### src/rtl/wcr_pkg.sv
package wcr_pkg;
    localparam int NCH       = 6;
    localparam int CNT_W     = 7;
    localparam int BUS_W     = 32;
    localparam int HALF_W    = BUS_W / 2;
    localparam int PER_WORD  = 4;
    localparam int CNTS_W    = NCH * CNT_W;

    typedef enum logic [1:0] {
        PH_RUN = 2'd0,
        PH_W1  = 2'd1,
        PH_W2  = 2'd2
    } phase_e;

    // Four counts per word: two per 16-bit half, at the low end of each half.
    function automatic logic [BUS_W-1:0] pack_word(input logic [CNTS_W-1:0] cnts,
                                                    input int unsigned      widx);
        logic [BUS_W-1:0] r;
        r = '0;
        for (int k = 0; k < PER_WORD; k++) begin
            int unsigned ch;
            ch = widx * PER_WORD + k;
            if (ch < NCH)
                r[(k / 2) * HALF_W + (k % 2) * CNT_W +: CNT_W] = cnts[ch * CNT_W +: CNT_W];
        end
        return r;
    endfunction
endpackage

### src/rtl/wcr_chan_cnt.sv
module wcr_chan_cnt #(
    parameter int CNT_W = 7
) (
    input  logic             clk_i,
    input  logic             rst_i,
    input  logic             en_i,
    input  logic             inc_i,
    input  logic             hold_i,
    input  logic             clr_i,
    output logic [CNT_W-1:0] cnt_o
);
    localparam logic [CNT_W-1:0] CNT_MAX = '1;

    typedef struct packed {
        logic [CNT_W-1:0] cnt;
    } cnt_state_t;

    cnt_state_t s_d, s_q;

    always_comb begin
        s_d = s_q;
        if (clr_i)
            s_d.cnt = '0;
        else if (en_i && inc_i && !hold_i && (s_q.cnt != CNT_MAX))
            s_d.cnt = s_q.cnt + 1'b1;
    end

    always_ff @(posedge clk_i) begin
        if (rst_i) s_q <= '0;
        else       s_q <= s_d;
    end

    // A disabled channel reports zero whatever the counter holds.
    assign cnt_o = en_i ? s_q.cnt : '0;
endmodule

### src/rtl/wcr_seq.sv
module wcr_seq
    import wcr_pkg::*;
(
    input  logic   clk_i,
    input  logic   rst_i,
    input  logic   stb_i,
    input  logic   eoe_i,
    output phase_e phase_o
);
    typedef struct packed {
        phase_e phase;
        logic   seen;
    } seq_state_t;

    seq_state_t s_d, s_q;

    always_comb begin
        s_d = s_q;
        unique case (s_q.phase)
            PH_RUN: begin
                if (stb_i && eoe_i) begin
                    if (s_q.seen) begin
                        s_d.phase = PH_W1;
                        s_d.seen  = 1'b0;
                    end else begin
                        s_d.seen  = 1'b1;
                    end
                end
            end
            PH_W1:   s_d.phase = PH_W2;
            PH_W2:   s_d.phase = PH_RUN;
            default: s_d.phase = PH_RUN;
        endcase
    end

    always_ff @(posedge clk_i) begin
        if (rst_i) s_q <= '{phase: PH_RUN, seen: 1'b0};
        else       s_q <= s_d;
    end

    assign phase_o = s_q.phase;
endmodule

### src/rtl/wcount_reporter.sv
module wcount_reporter
    import wcr_pkg::*;
(
    input  logic             clk_i,
    input  logic             rst_i,
    input  logic [NCH-1:0]   cfg_mask_i,
    input  logic [NCH-1:0]   ch_word_i,
    input  logic [BUS_W-1:0] data_i,
    input  logic             data_stb_i,
    input  logic             eoe_i,
    output logic [BUS_W-1:0] out_data_o,
    output logic             out_stb_o,
    output logic             spare0_stb_o,
    output logic             spare1_stb_o
);
    typedef struct packed {
        logic [NCH-1:0]   mask;
        logic [BUS_W-1:0] data;
        logic             stb;
        logic             sp0;
        logic             sp1;
    } out_state_t;

    out_state_t    s_d, s_q;
    phase_e        phase;
    logic [CNTS_W-1:0] cnts;
    logic          hold;
    logic          clr;

    assign hold = (phase != PH_RUN);
    assign clr  = (phase == PH_W2);

    wcr_seq u_seq (
        .clk_i   (clk_i),
        .rst_i   (rst_i),
        .stb_i   (data_stb_i),
        .eoe_i   (eoe_i),
        .phase_o (phase)
    );

    for (genvar g = 0; g < NCH; g++) begin : g_chan
        wcr_chan_cnt #(.CNT_W(CNT_W)) u_cnt (
            .clk_i  (clk_i),
            .rst_i  (rst_i),
            .en_i   (s_q.mask[g]),
            .inc_i  (ch_word_i[g]),
            .hold_i (hold),
            .clr_i  (clr),
            .cnt_o  (cnts[g*CNT_W +: CNT_W])
        );
    end

    always_comb begin
        s_d      = s_q;
        s_d.sp0  = 1'b0;
        s_d.sp1  = 1'b0;
        unique case (phase)
            PH_W1: begin
                s_d.data = pack_word(cnts, 0);
                s_d.stb  = 1'b0;
                s_d.sp0  = 1'b1;
            end
            PH_W2: begin
                s_d.data = pack_word(cnts, 1);
                s_d.stb  = 1'b0;
                s_d.sp1  = 1'b1;
            end
            default: begin
                s_d.data = data_i;
                s_d.stb  = data_stb_i;
            end
        endcase
    end

    always_ff @(posedge clk_i) begin
        if (rst_i) begin
            s_q      <= '0;
            s_q.mask <= cfg_mask_i;
        end else begin
            s_q <= s_d;
        end
    end

    assign out_data_o   = s_q.data;
    assign out_stb_o    = s_q.stb;
    assign spare0_stb_o = s_q.sp0;
    assign spare1_stb_o = s_q.sp1;
endmodule


### config.mk
export PLATFORM = sky130hd
export DESIGN_NAME = wcount_reporter
export DESIGN_NICKNAME = d
export VERILOG_FILES = /design/src/rtl/wcr_pkg.sv /design/src/rtl/wcr_chan_cnt.sv /design/src/rtl/wcr_seq.sv /design/src/rtl/wcount_reporter.sv
export SDC_FILE = /design/constraint.sdc
export NUM_CORES = 1
export LEC_CHECK = 0
export BUFFER_PORTS_ARGS = -buffer_cell sky130_fd_sc_hd__buf_2
export CORE_AREA = 5 5 83 85
export CTS_BUF_LIST = sky130_fd_sc_hd__clkbuf_8
export DETAILED_ROUTE_END_ITERATION = 7
export DIE_AREA = 0 0 88 90
export HOLD_SLACK_MARGIN = 0.05
export PLACE_DENSITY = 0.94
export SLEW_MARGIN = 20
export SYNTH_ARGS = -nofsm -noshare
export SYNTH_HDL_FRONTEND = slang
export SYNTH_SLANG_ARGS = --single-unit
### constraint.sdc
create_clock -name clk_i -period 4.8 [get_ports clk_i]
set_clock_uncertainty 0.1 [all_clocks]
set_input_delay 0.24 -clock clk_i [delete_from_list [all_inputs] [get_ports clk_i]]
set_output_delay 0.24 -clock clk_i [all_outputs]
set_load 0.01 [all_outputs]
# After elaboration in Yosys (flattened, before gate mapping)
# Index checks and enable logic that the tools add are counted.
dict set report totals {
  out_inout_bits 35
  input_bits 48
  ff_bits 86
  word_cells 67
}
dict set report classes {
  n_reduce_logical 25
  eq_ne 10
  n_mux 13
  n_addsub 6
}
# op count
set ops {}
lappend ops {{case mux 33 bit (2 select lines)} 1}
lappend ops {{adder 7 x 1 -> 7 bit (second input constant)} 6}
lappend ops {{two-way mux 7 bit} 6}
lappend ops {{!= test 7 bit (second input constant)} 6}
lappend ops {{logical AND 1 bit} 19}
lappend ops {{!= test 2 x 1 -> 1 bit (second input constant)} 2}
lappend ops {{case mux 2 bit (2 select lines)} 1}
lappend ops {{AND reduction 2 bit} 2}
lappend ops {{two-way mux 1 bit} 3}
lappend ops {{two-way mux 3 bit} 1}
lappend ops {{equality test 2 x 1 -> 1 bit (second input constant)} 1}
lappend ops {{equality test 2 bit (second input constant)} 1}
lappend ops {{zero test 2 bit} 1}
lappend ops {{two-way mux 2 bit} 1}
lappend ops {{nonzero test 2 bit} 1}
lappend ops {{OR reduction 2 bit} 1}
lappend ops {{zero test 1 bit} 1}

# Logic depth before layout (Yosys ltp)
# Gate-level depths: netlist of the first run.
dict set report depth {
  depth_word 4
  mapped_depth 7
  mapped_depth_nobuf 6
}

# Modules after synthesis
# From an unflattened synthesis of the first run, not the netlist that was laid out.
dict set report hier_totals {
  hier_cells 415
  area_unflattened_um2 4184.0
}
# mod n_inst area_each_um2 cells_each seq_area_each_um2
set by_module_without_submodules {}
lappend by_module_without_submodules {wcr_chan_cnt 6 434.2 47 140.1}
lappend by_module_without_submodules {wcount_reporter 1 1451.4 122 880.8}
lappend by_module_without_submodules {wcr_seq 1 127.6 11 60.1}

# Worst setup path after synthesis of the first run
# OpenSTA, ideal clock, no wires.
dict set report synth_path {
  path_kind {register to register}
  start {register u_seq.s_q, in the netlist u_seq.phase_o[0]}
  end {register g_chan[4].u_cnt.s_q[5] (netlist bit)}
  t_arrival_ps 1537
  n_path_buf 0
  path_stages_with_launch 7
  synth_period_minus_slack_ps 1708
  setup_time_ps 71
  required_time_ps 4629
  slack_ps 3092
  path_cell_list {dfxtp_1 > inv_1 > ha_1 > and3_4 > o21ai_4 > or4_1 > a21oi_1}
}
dict set report synth_between {
  elab_chain_cells 4
  word_cells_on_any_way 6
  classes_between {eq/ne (1); reduce/logical (5)}
}
# item line_no
set synth_rtl {}
lappend synth_rtl {{start, declared} wcr_seq.sv:15} ;# seq_state_t s_d, s_q;
lappend synth_rtl {{start signal, assigned} wcr_seq.sv:37} ;# if (rst_i) s_q <= '{phase: PH_RUN, seen: 1'b0};
lappend synth_rtl {{nonzero test 2 bit} wcount_reporter.sv:30} ;# assign hold = (phase != PH_RUN);
lappend synth_rtl {{zero test 1 bit} wcr_chan_cnt.sv:24} ;# else if (en_i && inc_i && !hold_i && (s_q.cnt != CNT_MAX))
lappend synth_rtl {{logical AND 1 bit (2 in series)} wcr_chan_cnt.sv:24}
lappend synth_rtl {{end signal, assigned} wcr_chan_cnt.sv:29} ;# if (rst_i) s_q <= '0;
lappend synth_rtl {{end signal, assigned} wcr_chan_cnt.sv:30} ;# else s_q <= s_d;
lappend synth_rtl {{end, declared} wcr_chan_cnt.sv:18} ;# cnt_state_t s_d, s_q;
# Parallel ways exist; a longest one is shown, timed or not.
# A chain may end at the register's enable or synchronous reset.

# Final worst setup path of the first run
dict set report layout_path {
  start {register u_seq.s_q, in the netlist u_seq.phase_o[0]}
  end {register s_q, in the netlist out_data_o[18]}
}
dict set report layout_between {
  elab_chain_cells 2
  word_cells_on_any_way 3
  classes_between {eq/ne (2); mux (1)}
}
# item line_no
set layout_rtl {}
lappend layout_rtl {{equality test 2 bit / equality test 2 x 1 -> 1 bit (equally long branches)} wcount_reporter.sv:57} ;# unique case (phase)
lappend layout_rtl {{case mux 33 bit (2 select lines) (*)} wcount_reporter.sv:57}
lappend layout_rtl {{end, declared} wcount_reporter.sv:24} ;# out_state_t s_d, s_q;
# Every way passes the cells marked *; elsewhere a longest branch is shown, timed or not.

==> reports/metrics.yaml, run 1 <==
global_routing:
  first_global_vias: 3320
  grt_max_degree: 32
  overflow: 0
  grt_first_pass_wirelength_um: 16010
  track_usage_pct: 25.70
  antenna_found_initial: 0
critical_path:
  rr_endpoint: "out_data_o[18]"
  crit_start: "u_seq.phase_o[0]"
  crit_path_end_kind: "flop"
  critPathKind: "reg2reg"
  slowest_delay_ns: 0.78
  worstReg2RegStart: "u_seq.phase_o[0]"
  cp_cell_sequence: "inv_1 -> ha_1 -> nor2_2 -> a22o_1"
  worst_ep_arrival_time_ns: 2.56
  crit_path_start_kind: "flop"
  worstSetupEndpoint: "out_data_o[18]"
  slowest_stage: "nor2_2"
  crit_required_ns: 5.00
  worstPathMaxFanout: 31
  rr_worst_depth: 4
  r2r_slack_ns: 2.44
die:
  die_w_um: 88
  core_area_um2: 6132
  row_count: 29
  die_h_um: 90
  initial_core_util_pct: 57.01
  die_area_um2: 7920
  pin_count: 83
route:
  post_drt_wl_per_cell_um: 18.23
  drt-vias-per-instance: 6.118
  firstDrtPassIters: 5
  ant_nets: 0
  wirelength_um: 10010
  vias: 3359
  drt_iter0_markers: 216
  drc_errors: 0
clock_tree:
  cts_hold_buf: 26
  clock_latency_ns: 0.36
  ctsResizeCount: 0
  numCtsBuffers: 9
  cts_buffer_depth: 2
  cts.sinks: 86
  htreeDepth: 3
  tritoncts: "done"
  root_buffer: "clkbuf_8"
  path_clk_slew_ns: 0.09
  postCtsSetupRepairBufs: 0
sta:
  worst-slew-pin-transition_ns: 0.9342
  fmax_mhz: 423.3
  fin_crit_sh_pct: 49.22
  finalMaxSlewViolations: 0
  finalCriticalPeriod_ns: 2.363
  max_slew_margin_pct: 37.72
  holdWs_ns: 0.05940
  finalSetupViolations: 0
  setup_tns_ns: 0
  final-hold-violation-count: 0
  rsz0062_at_grt: "no"
power_and_ir_drop:
  p_leak_nw: 1.871
  power_density_nw_per_um2: 404.5
  ir_worst_vdd_uv: 312.0
cells_and_area:
  antennaDiodeCount: 0
  drive_above_1_share_pct: 23.52
  syn_to_final_growth_pct: 26.88
  layout.nets: 525
  mostFrequentLayoutCells: "82 x buf_2, 80 x dfxtp_1, 40 x nor2_1"
  final_cell_area_um2: 4436
  final_common_cell: "buf_2"
  n_fill_cell: 375
logic_synthesis:
  synth_top_area_share_pct: 45.81
  yosys.area.top_type: "dfxtp_1"
  synth-seq-area-share_pct: 50.97
  syn_nets: 422
  postSynthCellCount: 364
  synth.distinct_cells: 42
  netlist_area_um2: 3496
  yosys-top-cells-area: "dfxtp_1 46%, edfxtp_1 5.2%, nor2_1 4.4%, ha_1 3.6%, a22o_1 3.5%"
  avgSynthCellArea_um2: 9.604
  ys.flop_type: "dfxtp_1"
  ys_async_sr_fraction_pct: 0
  synth_edf_count: 6
  yosys_warnings: 0
  ys_seq_elements: 86
min_path:
  holdPathStages: 3
  hold_path.class: "in2reg"
place:
  post_dp_cell_area_um2: 3949
  port_buffers: 82
  place.gp.congestion: 0.8627
  hpwl_um: 6034
run:
  drv_cap: 0
run_status:
  status: "completed"
critical path: cells and delay by family, from the launching register on:
kind	cells	cell delay, ns
AOI/OAI and AO/OA	1	0.29
buffers and inverters	1	0.09
adders and majority gates	1	0.67
DFF	1	0.37
and+or+nand+nor	1	0.78
cell usage after synthesis, types with 4 or more instances:
cell and number:
dfxtp_1 80, nor2_1 41, nand2_1 25, nand3_1 17
and2_1 16, clkbuf_1 15, a211oi_1 14, a22o_1 14
a22oi_1 14, a31oi_1 11, and3_1 10, ha_1 10
o21ai_0 10, a21oi_1 9, xor2_1 9, or4_1 8
o211ai_1 7, edfxtp_1 6, nand4_1 6, nor3_1 4
o31ai_1 4
layout make-up:
type	instances	area, um^2	share of cell area, %
multi-input combinational	257	1637	36.90
inverter	3	11.26	0.2539
clock buffer	10	137.6	3.103
tap	77	96.34	2.172
sequential	86	1782	40.17
clock inverter	6	86.33	1.946
timing repair buffer	110	685.7	15.46
cell families (layout without fill, tap and decap cells):
group	Yosys count	after routing	share of synthesized area [%]
mux	2	2	0.5727
xor+xnor	10	10	2.506
simple gates	139	139	20.15
buf+inv	21	129	2.290
fa+ha+maj	10	10	3.579
compound gates	96	96	19.94
flops	86	86	50.97
through the flow:
| step | setup slack (ns) | util, % | total power, mW | instances |
|---|---|---|---|---|
| 4_1_cts | 2.241 | 72.29 | 1.772 | 549 |
| 6_report | 2.437 | 72.33 | 1.794 | 549 |
| 5_1_grt | 2.303 | 72.33 | 1.871 | 549 |
| 2_1_floorplan | 3.092 | - | 1.074 | 364 |
| 3_3_place_gp | 2.409 | 64.40 | 1.185 | 507 |
| 3_5_place_dp | 2.298 | 64.40 | 1.201 | 507 |
metal layers:
layer	track usage [%]	vias up	wire (um)	part of all wire (%)
li1	-	1549	-	-
met1	29.50	1541	3806	38
met2	42.02	218	4770	48
met3	5.667	51	855	8.5
met4	16.75	0	576	5.8
met5	0	-	0	0
worst min path at each step:
stage / start / to / slack [ns]
floorplan: rst_i / spare0_stb_o / 0.23
global placement: cfg_mask_i[1] / s_d[36] / 0.32
detailed placement: cfg_mask_i[4] / s_d[39] / 0.32
CTS: data_i[2] / out_data_o[2] / 0.05
global route: data_i[1] / out_data_o[1] / 0.06
finish: data_i[2] / out_data_o[2] / 0.06
registers in the layout (all words and copies together) (netlist names):
| register | cells |
|---|---|
| spare1_stb_o | 1 |
| s_d | 6 |
| g_chan.u_cnt.s_q | 42 |
| u_seq.s_q | 1 |
| spare0_stb_o | 1 |
| out_data_o | 32 |
| out_stb_o | 1 |
| u_seq.phase_o | 2 |
where the power goes:
group	switching, mW	internal [mW]
Combinational	0.228	0.153
Sequential	0.0433	0.801
Clock	0.262	0.307
Total	0.533	1.26
Power figures use the tool's default switching activity.
==> run 2: changes to the inputs <==
CORE_AREA = 5 5 90 92   (was 5 5 83 85)
DIE_AREA = 0 0 95 97   (was 0 0 88 90)
PLACE_DENSITY = 0.85   (was 0.94)
clock period = 1.91 ns   (was 4.8 ns; I/O delays follow)
==> run 2 against run 1 <==
Setup slack worse by 2.3 ns. Largest power group unchanged. Die area up 16%. Clock power up 110%. Critical path depth rose by 2.
==> reports/metrics.yaml, run 2 (synthesized netlist as in run 1, its figures left out) <==
run_status:
  status: "completed"
clock_tree:
  cts_buffer_depth: 2  # unchanged
  root_buffer: "clkbuf_8"
  tritoncts: "done"
  postCtsSetupRepairBufs: 0  # unchanged
  htreeDepth: 3  # unchanged
  cts.sinks: 86  # unchanged
  path_clk_slew_ns: 0.08  # about the same
  clock_latency_ns: 0.35  # about the same
  numCtsBuffers: 9  # unchanged
cells_and_area:
  regMostFlops: "g_chan.u_cnt.s_q"
  largest_reg_flops: 42  # unchanged
  layout.nets: 549  # +4.6%
  mostFrequentLayoutCells: "82 x buf_2, 80 x dfxtp_1, 41 x nor2_1, 41 x dlygate4sd3_1, 25 x nand2_1"
  final_core_util_pct: 65.39  # -6.9 points
  antennaDiodeCount: 0  # unchanged
  final_common_cell: "buf_2"
  instances_no_fill: 595  # +8.4%
  drive_above_1_share_pct: 24.19  # +0.68 points
  syn_to_final_growth_pct: 33.50
power_and_ir_drop:
  p_comb_share_pct: 23.8  # +2.6 points
  clkPwrFrac_pct: 27.6  # -4.1 points
  power_density_nw_per_um2: 933.7  # +130%
  p_leak_nw: 1.975  # +5.6%
  ir_worst_vdd_uv: 394.7  # +27%
  sw_frac_of_total_pct: 29.50  # -0.23 points
  p_total_mw: 4.358  # +140%
  p_switching_mw: 1.286  # +140%
  intPower_mw: 3.072  # +140%
  seqPwrFrac_pct: 48.6  # +1.5 points
route:
  firstDrtPassIters: 4  # -1
  drt_iter0_markers: 226  # +4.6%
  post_drt_wl_per_cell_um: 15.68  # -14%
  ant_nets: 0  # unchanged
  wirelength_um: 9329  # -6.8%
  drt-vias-per-instance: 5.595  # -8.6%
  drc_errors: 0  # unchanged
  vias: 3329  # -0.89%
die:
  die_w_um: 95  # +8.0%
  core_area_um2: 7137  # +16%
  die_area_um2: 9215  # +16%
  initial_core_util_pct: 48.98  # -8.0 points
  pin_count: 83  # unchanged
  row_count: 31  # +6.9%
  die_h_um: 97  # +7.8%
critical_path:
  worstPathMaxFanout: 9  # -71%
  slowest_delay_ns: 0.51  # -0.27 ns
  critical_path.top_delay_family: "simple AND/OR/NAND/NOR gates"
  crit_path_start_kind: "flop"
  crit_path_end_kind: "flop"
  cp_cell_sequence: "inv_1 -> ha_4 -> and3_4 -> o21ai_4 -> or4_1 -> a21oi_1"
  path_buf_inv: 1  # unchanged
  worst_ep_arrival_time_ns: 2.00  # -0.56 ns
  slowest_stage: "or4_1"
  r2r_slack_ns: 0.1  # -2.34 ns
  critPathKind: "reg2reg"
  crit_required_ns: 2.09  # -2.91 ns
global_routing:
  grt_max_degree: 29  # -9.4%
  overflow: 0  # unchanged
  antenna_found_initial: 0  # unchanged
  use_met3_pct: 4.112  # -1.6 points
  track_usage_pct: 20.49  # -5.2 points
  grt_use_met2_pct: 34.92  # -7.1 points
  first_global_vias: 3224  # -2.9%
  grt_most_used_layer: "met2"
  grt_use_met1_pct: 24.81  # -4.7 points
  grt_first_pass_wirelength_um: 15200  # -5.1%
sta:
  finalMaxSlewViolations: 0  # unchanged
  holdWs_ns: 0.1161  # +0.05673 ns
  finalCriticalPeriod_ns: 1.811  # -0.5514 ns
  fin_crit_sh_pct: 94.82  # +46 points
  finalSetupViolations: 0  # unchanged
  rsz0062_at_grt: "yes"
  fmax_mhz: 552.1  # +30%
  final-hold-violation-count: 0  # unchanged
  worst-slew-pin-transition_ns: 0.3397  # -0.5945 ns
  max_slew_margin_pct: 76.77  # +39 points
place:
  port_buffers: 82  # unchanged
  hpwl_um: 6154  # +2.0%
  numPlacedInstances: 538  # +6.1%
  place.gp.congestion: 0.9209  # +6.7%
run:
  drv_cap: 0  # unchanged
min_path:
  hold_path.class: "in2reg"
-- run 2: worst reg2reg max path: stages, from the launching register on --
cell and delay [ns]:
dfxtp_1 0.33, inv_1 0.13, ha_4 0.21, and3_4 0.22
o21ai_4 0.09, or4_1 0.51, a21oi_1 0.16
-- run 2: area by class of cell --
type | instances | area (um^2)
Timing Repair Buffer | 134 | 915.9
Sequential cell | 86 | 1782
Fill cell | 543 | 2470
Clock inverter | 7 | 57.56
Multi-Input combinational cell | 257 | 1653
Inverter | 3 | 11.26
Tap cell | 99 | 123.9
Clock buffer | 9 | 123.9
-- run 2: timing repair --
| action | 4_1_cts | 5_1_grt |
|---|---|---|
| hold endpoints to repair | 44 | 0 |
| hold buffers | 41 | 0 |
| resized for setup | 1 | 4 |
| endpoints found under the setup margin | 4 | 5 |
-- run 2: path summary, 6_finish.rpt --
| kind | from | endpoint | cells past startpoint |
|---|---|---|---|
| hold reg to reg | u_seq.phase_o[1] | u_seq.phase_o[1] | 2 |
| hold / removal | ch_word_i[4] | g_chan[4].u_cnt.s_q[4] | 5 |
| setup reg to reg | u_seq.phase_o[1] | g_chan[4].u_cnt.s_q[5] | 6 |
| setup / recovery | u_seq.phase_o[1] | g_chan[4].u_cnt.s_q[5] | 6 |
-- run 2: routing by layer --
metal | part of all wire, % | routed length (um) | vias to the layer above
met5 | 0 | 0 | -
met4 | 2.4 | 226 | 0
met3 | 6.2 | 575 | 22
met2 | 51 | 4766 | 134
met1 | 40 | 3760 | 1573
li1 | - | - | 1600
-- run 2: per-stage QoR --
step	TNS, ns	worst slack, ns	cell area, um^2
2_1_floorplan	0	0.2025	3496
3_5_place_dp	-0.09978	-0.06184	4056
3_3_place_gp	0	0.03668	4056
4_1_cts	0	0.02258	4651
5_1_grt	-0.01323	-0.01323	4667
6_report	0	0.09887	4667
-- run 2: power by group through the flow --
stage	clock, mW	combinational, mW	sequential, mW
2_1_floorplan	0	0.487	2.21
3_3_place_gp	0	0.905	2.15
3_5_place_dp	0	0.934	2.15
4_1_cts	1.20	1.01	2.11
5_1_grt	1.30	1.14	2.14
6_report	1.20	1.04	2.12
